[config.mk]
export PLATFORM = sky130hd
export DESIGN_NAME = ea_unit
export DESIGN_NICKNAME = d
export VERILOG_FILES = /design/src/rtl/ea_pkg.sv /design/src/rtl/ea_calc.sv /design/src/rtl/align_chk.sv /design/src/rtl/ea_unit.sv
export SDC_FILE = /design/constraint.sdc
export NUM_CORES = 1
export LEC_CHECK = 0
export ABC_AREA = 0
export BUFFER_PORTS_ARGS = -buffer_cell sky130_fd_sc_hd__buf_2
export CORE_MARGIN = 2
export CORE_UTILIZATION = 50
export CTS_BUF_LIST = sky130_fd_sc_hd__clkbuf_4
export DETAILED_ROUTE_END_ITERATION = 16
export PLACE_DENSITY = 0.76
export SYNTH_ARGS = -nofsm -noshare
export SYNTH_HDL_FRONTEND = slang
export SYNTH_SLANG_ARGS = --single-unit
[constraint.sdc]
create_clock -name clk -period 13.2 [get_ports clk]
set_clock_uncertainty 0.1 [all_clocks]
set_input_delay 1.32 -clock clk [delete_from_list [all_inputs] [get_ports clk]]
set_output_delay 1.32 -clock clk [all_outputs]
set_load 0.01 [all_outputs]
[src/rtl/ea_pkg.sv]
package ea_pkg;
    typedef enum logic [2:0] {
        M_REGIND  = 3'd0,
        M_DISP    = 3'd1,
        M_SCALED  = 3'd2,
        M_AUTOINC = 3'd3,
        M_INDIR   = 3'd4,
        M_PCREL   = 3'd5
    } mode_e;

    typedef enum logic [1:0] {
        S_IDLE      = 2'd0,
        S_FETCH_PTR = 2'd1,
        S_CHECK_PTR = 2'd2
    } state_e;
endpackage

[src/rtl/ea_calc.sv]
module ea_calc
    import ea_pkg::*;
#(
    parameter int AW      = 32,
    parameter int DISPW   = 16,
    parameter int SZW     = 2,
    parameter int BR_SHIFT = 2
) (
    input  logic [2:0]     mode,
    input  logic [SZW-1:0] size,
    input  logic [AW-1:0]  base,
    input  logic [AW-1:0]  index,
    input  logic [DISPW-1:0] disp,
    input  logic [AW-1:0]  pc,
    output logic [AW-1:0]  addr,
    output logic [AW-1:0]  next_base
);
    localparam int EXTW = AW - DISPW;

    logic [AW-1:0] disp_x;
    logic [AW-1:0] scaled_idx;
    logic [AW-1:0] elem_bytes;

    always_comb begin
        disp_x     = {{EXTW{disp[DISPW-1]}}, disp};
        scaled_idx = index << size;
        elem_bytes = AW'(1) << size;
        next_base  = base + elem_bytes;
        case (mode)
            M_DISP:   addr = base + disp_x;
            M_SCALED: addr = base + disp_x + scaled_idx;
            M_PCREL:  addr = pc + (disp_x << BR_SHIFT);
            default:  addr = base;
        endcase
    end
endmodule

[src/rtl/align_chk.sv]
module align_chk #(
    parameter int AW  = 32,
    parameter int SZW = 2
) (
    input  logic [AW-1:0]  addr,
    input  logic [SZW-1:0] size,
    output logic           bad
);
    localparam int NSZ = 1 << SZW;

    logic [NSZ-1:0] bad_by_size;

    for (genvar g = 0; g < NSZ; g++) begin : g_sz
        localparam logic [AW-1:0] LOWMASK = AW'((64'd1 << g) - 64'd1);
        assign bad_by_size[g] = |(addr & LOWMASK);
    end

    assign bad = bad_by_size[size];
endmodule

[src/rtl/ea_unit.sv]
module ea_unit
    import ea_pkg::*;
#(
    parameter int AW        = 32,
    parameter int DISPW     = 16,
    parameter int SZW       = 2,
    parameter int BR_SHIFT  = 2,
    parameter int PTR_ALIGN = 2
) (
    input  logic             clk,
    input  logic             rst_n,
    input  logic             req_valid,
    input  logic [2:0]       mode,
    input  logic [SZW-1:0]   size,
    input  logic [AW-1:0]    base,
    input  logic [AW-1:0]    index,
    input  logic [DISPW-1:0] disp,
    input  logic [AW-1:0]    pc,
    input  logic [AW-1:0]    mem_rdata,
    output logic             ea_valid,
    output logic [AW-1:0]    ea,
    output logic             misalign,
    output logic             wb_en,
    output logic [AW-1:0]    wb_data,
    output logic             ptr_rd,
    output logic [AW-1:0]    ptr_addr,
    output logic             ind_err,
    output logic             busy
);
    localparam logic [SZW-1:0] PTR_SIZE = SZW'(PTR_ALIGN);

    state_e        state_q, state_d;
    logic [AW-1:0] base_q;
    logic [AW-1:0] ptr_q;
    logic [SZW-1:0] size_q;

    logic [AW-1:0] calc_addr, calc_next;
    logic [AW-1:0] chk_addr;
    logic [SZW-1:0] chk_size;
    logic          chk_bad, ptr_bad;
    logic          idle, direct_ok, accept_ind;

    ea_calc #(.AW(AW), .DISPW(DISPW), .SZW(SZW), .BR_SHIFT(BR_SHIFT)) u_calc (
        .mode(mode), .size(size), .base(base), .index(index),
        .disp(disp), .pc(pc), .addr(calc_addr), .next_base(calc_next)
    );

    align_chk #(.AW(AW), .SZW(SZW)) u_acc_align (
        .addr(chk_addr), .size(chk_size), .bad(chk_bad)
    );

    align_chk #(.AW(AW), .SZW(SZW)) u_ptr_align (
        .addr(ptr_q), .size(PTR_SIZE), .bad(ptr_bad)
    );

    assign idle       = (state_q == S_IDLE);
    assign direct_ok  = (mode == M_REGIND) || (mode == M_DISP) || (mode == M_SCALED)
                     || (mode == M_AUTOINC) || (mode == M_PCREL);
    assign accept_ind = idle && req_valid && (mode == M_INDIR);

    // state register and captured operands
    always_ff @(posedge clk) begin
        if (!rst_n) begin
            state_q <= S_IDLE;
            base_q  <= '0;
            ptr_q   <= '0;
            size_q  <= '0;
        end else begin
            state_q <= state_d;
            if (accept_ind) begin
                base_q <= base;
                size_q <= size;
            end
            if (state_q == S_FETCH_PTR) ptr_q <= mem_rdata;
        end
    end

    // next state
    always_comb begin
        state_d = state_q;
        unique case (state_q)
            S_IDLE:      if (accept_ind) state_d = S_FETCH_PTR;
            S_FETCH_PTR: state_d = S_CHECK_PTR;
            S_CHECK_PTR: state_d = S_IDLE;
            default:     state_d = S_IDLE;
        endcase
    end

    // outputs
    always_comb begin
        ea_valid = 1'b0;
        ea       = calc_addr;
        chk_addr = calc_addr;
        chk_size = size;
        misalign = 1'b0;
        wb_en    = 1'b0;
        wb_data  = calc_next;
        ptr_rd   = 1'b0;
        ptr_addr = base_q;
        ind_err  = 1'b0;
        busy     = 1'b1;
        unique case (state_q)
            S_IDLE: begin
                busy     = 1'b0;
                ea_valid = req_valid && direct_ok;
                misalign = ea_valid && chk_bad && (mode != M_PCREL);
                wb_en    = ea_valid && (mode == M_AUTOINC);
            end
            S_FETCH_PTR: begin
                ptr_rd = 1'b1;
            end
            S_CHECK_PTR: begin
                ea       = ptr_q;
                chk_addr = ptr_q;
                chk_size = size_q;
                ind_err  = ptr_bad;
                ea_valid = !ptr_bad;
                misalign = !ptr_bad && chk_bad;
            end
            default: busy = 1'b0;
        endcase
    end

    assert_wb_only_autoinc_R4: assert property (@(posedge clk) disable iff (!rst_n)
        wb_en |-> (ea_valid && mode == M_AUTOINC && !busy));

    assert_ptr_then_result_R5: assert property (@(posedge clk) disable iff (!rst_n)
        ptr_rd |=> (ea_valid ^ ind_err));

    assert_err_excl_R6: assert property (@(posedge clk) disable iff (!rst_n)
        ind_err |-> (!ea_valid && !misalign && $past(ptr_rd)));

    assert_branch_no_misalign_R7: assert property (@(posedge clk) disable iff (!rst_n)
        (ea_valid && !busy && mode == M_PCREL) |-> !misalign);

    assert_byte_aligned_R8: assert property (@(posedge clk) disable iff (!rst_n)
        (ea_valid && chk_size == '0) |-> !misalign);

    assert_busy_quiet_R9: assert property (@(posedge clk) disable iff (!rst_n)
        ptr_rd |-> (busy && !ea_valid && !wb_en));
endmodule

==> impl_metrics.ini <==
[timing]
hold_viol = 0
min_period_over_period = 0.5938
setup_viol = 0
timing.final.crit_period_ns = 7.839
relSlewSlack = 0.2608
fmax_mhz = 127.6
setup_slack_ns = 5.361
tightest_slew_ns = 1.109
grt_setup_unrepaired = no
setup-tns-final_ns = 0
holdWs_ns = 0.3731
slew_viol_final = 0

[status]
status = finished, final reports clean

[global_route]
track_usage = 0.3322
grt.busiest_layer = met2
antenna_found_initial = 2
grt_start_max_net_pins = 69
grt_pass1_vias = 10690
grt_first_pass_wirelength_mm = 56.58
met1_usage = 0.3973
use_met3 = 0.05925
gr-total-overflow = 0
use_met2 = 0.5710

[clock_tree]
post-cts-setup-buffers = 0
cts_buffers = 9
clockBufferDepth = 2
ctsRootBufferMaster = clkbuf_4
clk_pin_slew_ns = 0.11
cts-htree-levels = 3
holdBufCountCts = 0
cts_tree = built
clock_latency_ns = 0.44
cts_resized = 0
clock-sinks = 68

[layout]
final_util = 0.5951
drive_above_1_share = 0.2135
multi_input_area_um2 = 8299
seqCellArea_um2 = 1361
fillers = 1892
final_net_count = 1795
fin_area_um2 = 11660
stdcell_count = 1813
areaGrowthSynthToFinish_pct = 15.88

[routing]
viasPerCell = 6.194
via_count = 11230
drt-total-wl_mm = 36.82
dr.pass1.iters = 5
ant_nets = 0
wl_per_cell_um = 20.31
initialDrtViolationCount = 900
drc_errors = 0

[synth]
synth.distinct_cells = 75
yosysTopAreaCellShare = 0.1353
yosysSeqAreaShare = 0.1353
ys.warnings.count = 0
synth.most_common_cell = nand2_1
syn_inst = 1327
syn-cell-area_um2 = 10060
synthFlopType = dfxtp_1
synthArstFlopShare = 0
synth_edf_count = 0
synth_fp_nets = 1581
syn_area_per_cell_um2 = 7.581
synth_top_area_cell = dfxtp_1
synth_common_cells = 173 x nand2_1, 104 x a21oi_1, 98 x ha_1
ys_seq_elements = 68
synth_area_leaders = dfxtp_1 14%, ha_1 12%, nand2_1 6.5%, mux4_2 6.3%, xnor2_1 5.5%

[setup_path]
crit_start = disp[15]
cp_max_fo = 40
worst-setup-path-type = primary input to output pin
crit_slowest_cell = buf_2
end_kind = output pin
worstSetupEndpoint = ea[30]
path_delay_family = compound AO/OA/AOI/OAI gates
worst_ep_arrival_time_ns = 6.42
required_ns = 11.78
slowest_delay_ns = 0.66
r2r_end = state_q[1]
r2r-start = state_q[0]
reg2reg_setup_slack_ns = 11.13
r2r_cells = 8
path_buf_inv = 2
path_cells = buf_2, ha_1, a21o_1, a211o_1, a211oi_2, o22ai_1, a31o_1, a221o_1, a21o_1, a21oi_1, xnor2_1, ha_1, nand2_1, nor2_1, nand2_1, o211ai_1, mux2i_1, or3_1, or3_1, buf_2
cp_num_cells = 20
worstSetupStartpointType = primary input

[power_and_ir_drop]
powerDensity_nw_per_um2 = 85.85
peakVddDrop_v = 0.00004975
p_leak_nw = 4.968
power_mw = 1.001

[placement]
dpl_cell_area_um2 = 11520
dp.cells = 1795
gp_congestion = 0.9773
hpwl_mm = 29.17
pre_cts_ws_ns = 5.453
portBuffers = 253

[floorplan]
coreArea_um2 = 19590
initial_core_util = 0.5135
design.die.area_um2 = 21270
rows = 51
ios = 254
chipHeight_um = 145.8
fp.dieW_um = 145.8

[min_path]
hp-class = register to register

[run]
timing.max_cap.violations = 0
cells in the final DEF, fill, tap and decap left out, types with 17 or more instances in the layout:
master / n
inv_1: 44
dfxtp_1: 68
and3_1: 17
o21ai_0: 71
a21o_1: 30
nor3_1: 27
mux4_2: 28
a211oi_1: 18
nor2_1: 81
xnor2_1: 63
nand3_1: 39
nor2b_1: 44
buf_2: 253
nand2_1: 173
ha_1: 96
a21oi_1: 104
nand4_1: 17
mux2i_1: 42
xor2_1: 38
a21boi_0: 38
kinds of logic (layout without fill, tap and decap cells):
group | count (synthesis) | count (layout) | synth area share
mux | 74 | 74 | 0.1090
other cells | 0 | 2 | 0
fa+ha+maj | 102 | 102 | 0.1299
simple gates | 462 | 462 | 0.2190
compound gates | 412 | 412 | 0.2759
flops | 68 | 68 | 0.1353
buf+inv | 107 | 326 | 0.04079
xor+xnor | 102 | 102 | 0.09017
worst min-delay path by stage:
| stage | start | depth (start not counted) | slack [ns] | endpoint |
|---|---|---|---|---|
| 2_1_floorplan | size_q[1] | 2 | 0.34 | size_q[1] |
| 3_3_place_gp | size_q[1] | 2 | 0.35 | size_q[1] |
| 3_5_place_dp | ptr_addr[20] | 2 | 0.36 | ptr_addr[20] |
| 4_1_cts | ptr_addr[20] | 2 | 0.37 | ptr_addr[20] |
| 5_1_grt | ptr_addr[31] | 2 | 0.39 | ptr_addr[31] |
| 6_report | ptr_addr[20] | 2 | 0.37 | ptr_addr[20] |
worst register-to-register path, cell delays in order (launching register included):
cell and delay (ns):
dfxtp_1 0.35, inv_1 0.10, ha_1 0.23, nand2_1 0.16, or4_1 0.42, buf_4 0.27, nand2_1 0.12, nand2_1 0.05
a21boi_0 0.20
layout make-up:
type / instances / share of cell area
Inverter: 45 / 0.01449
Sequential cell: 68 / 0.1168
Antenna cell: 2 / 0.0004293
Clock inverter: 5 / 0.004508
Clock buffer: 11 / 0.007084
Timing Repair Buffer: 265 / 0.1163
Multi-Input combinational cell: 1152 / 0.7119
Tap cell: 265 / 0.02844
power breakdown:
part	switching, mW	internal [mW]
logic	0.384	0.264
registers	0.00265	0.210
clock network	0.0794	0.0611
total	0.466	0.535
sequential cells by signal, indices dropped and copies added (netlist names):
register	flops
ptr_addr	32
ptr_q	32
size_q	2
state_q	2
layer usage:
layer / share of wire / up-vias
li1: - / 5380
met1: 0.40 / 5245
met2: 0.48 / 482
met3: 0.065 / 122
met4: 0.057 / 0
met5: 0 / -
Note: power is estimated with default switching activity, not from simulation.
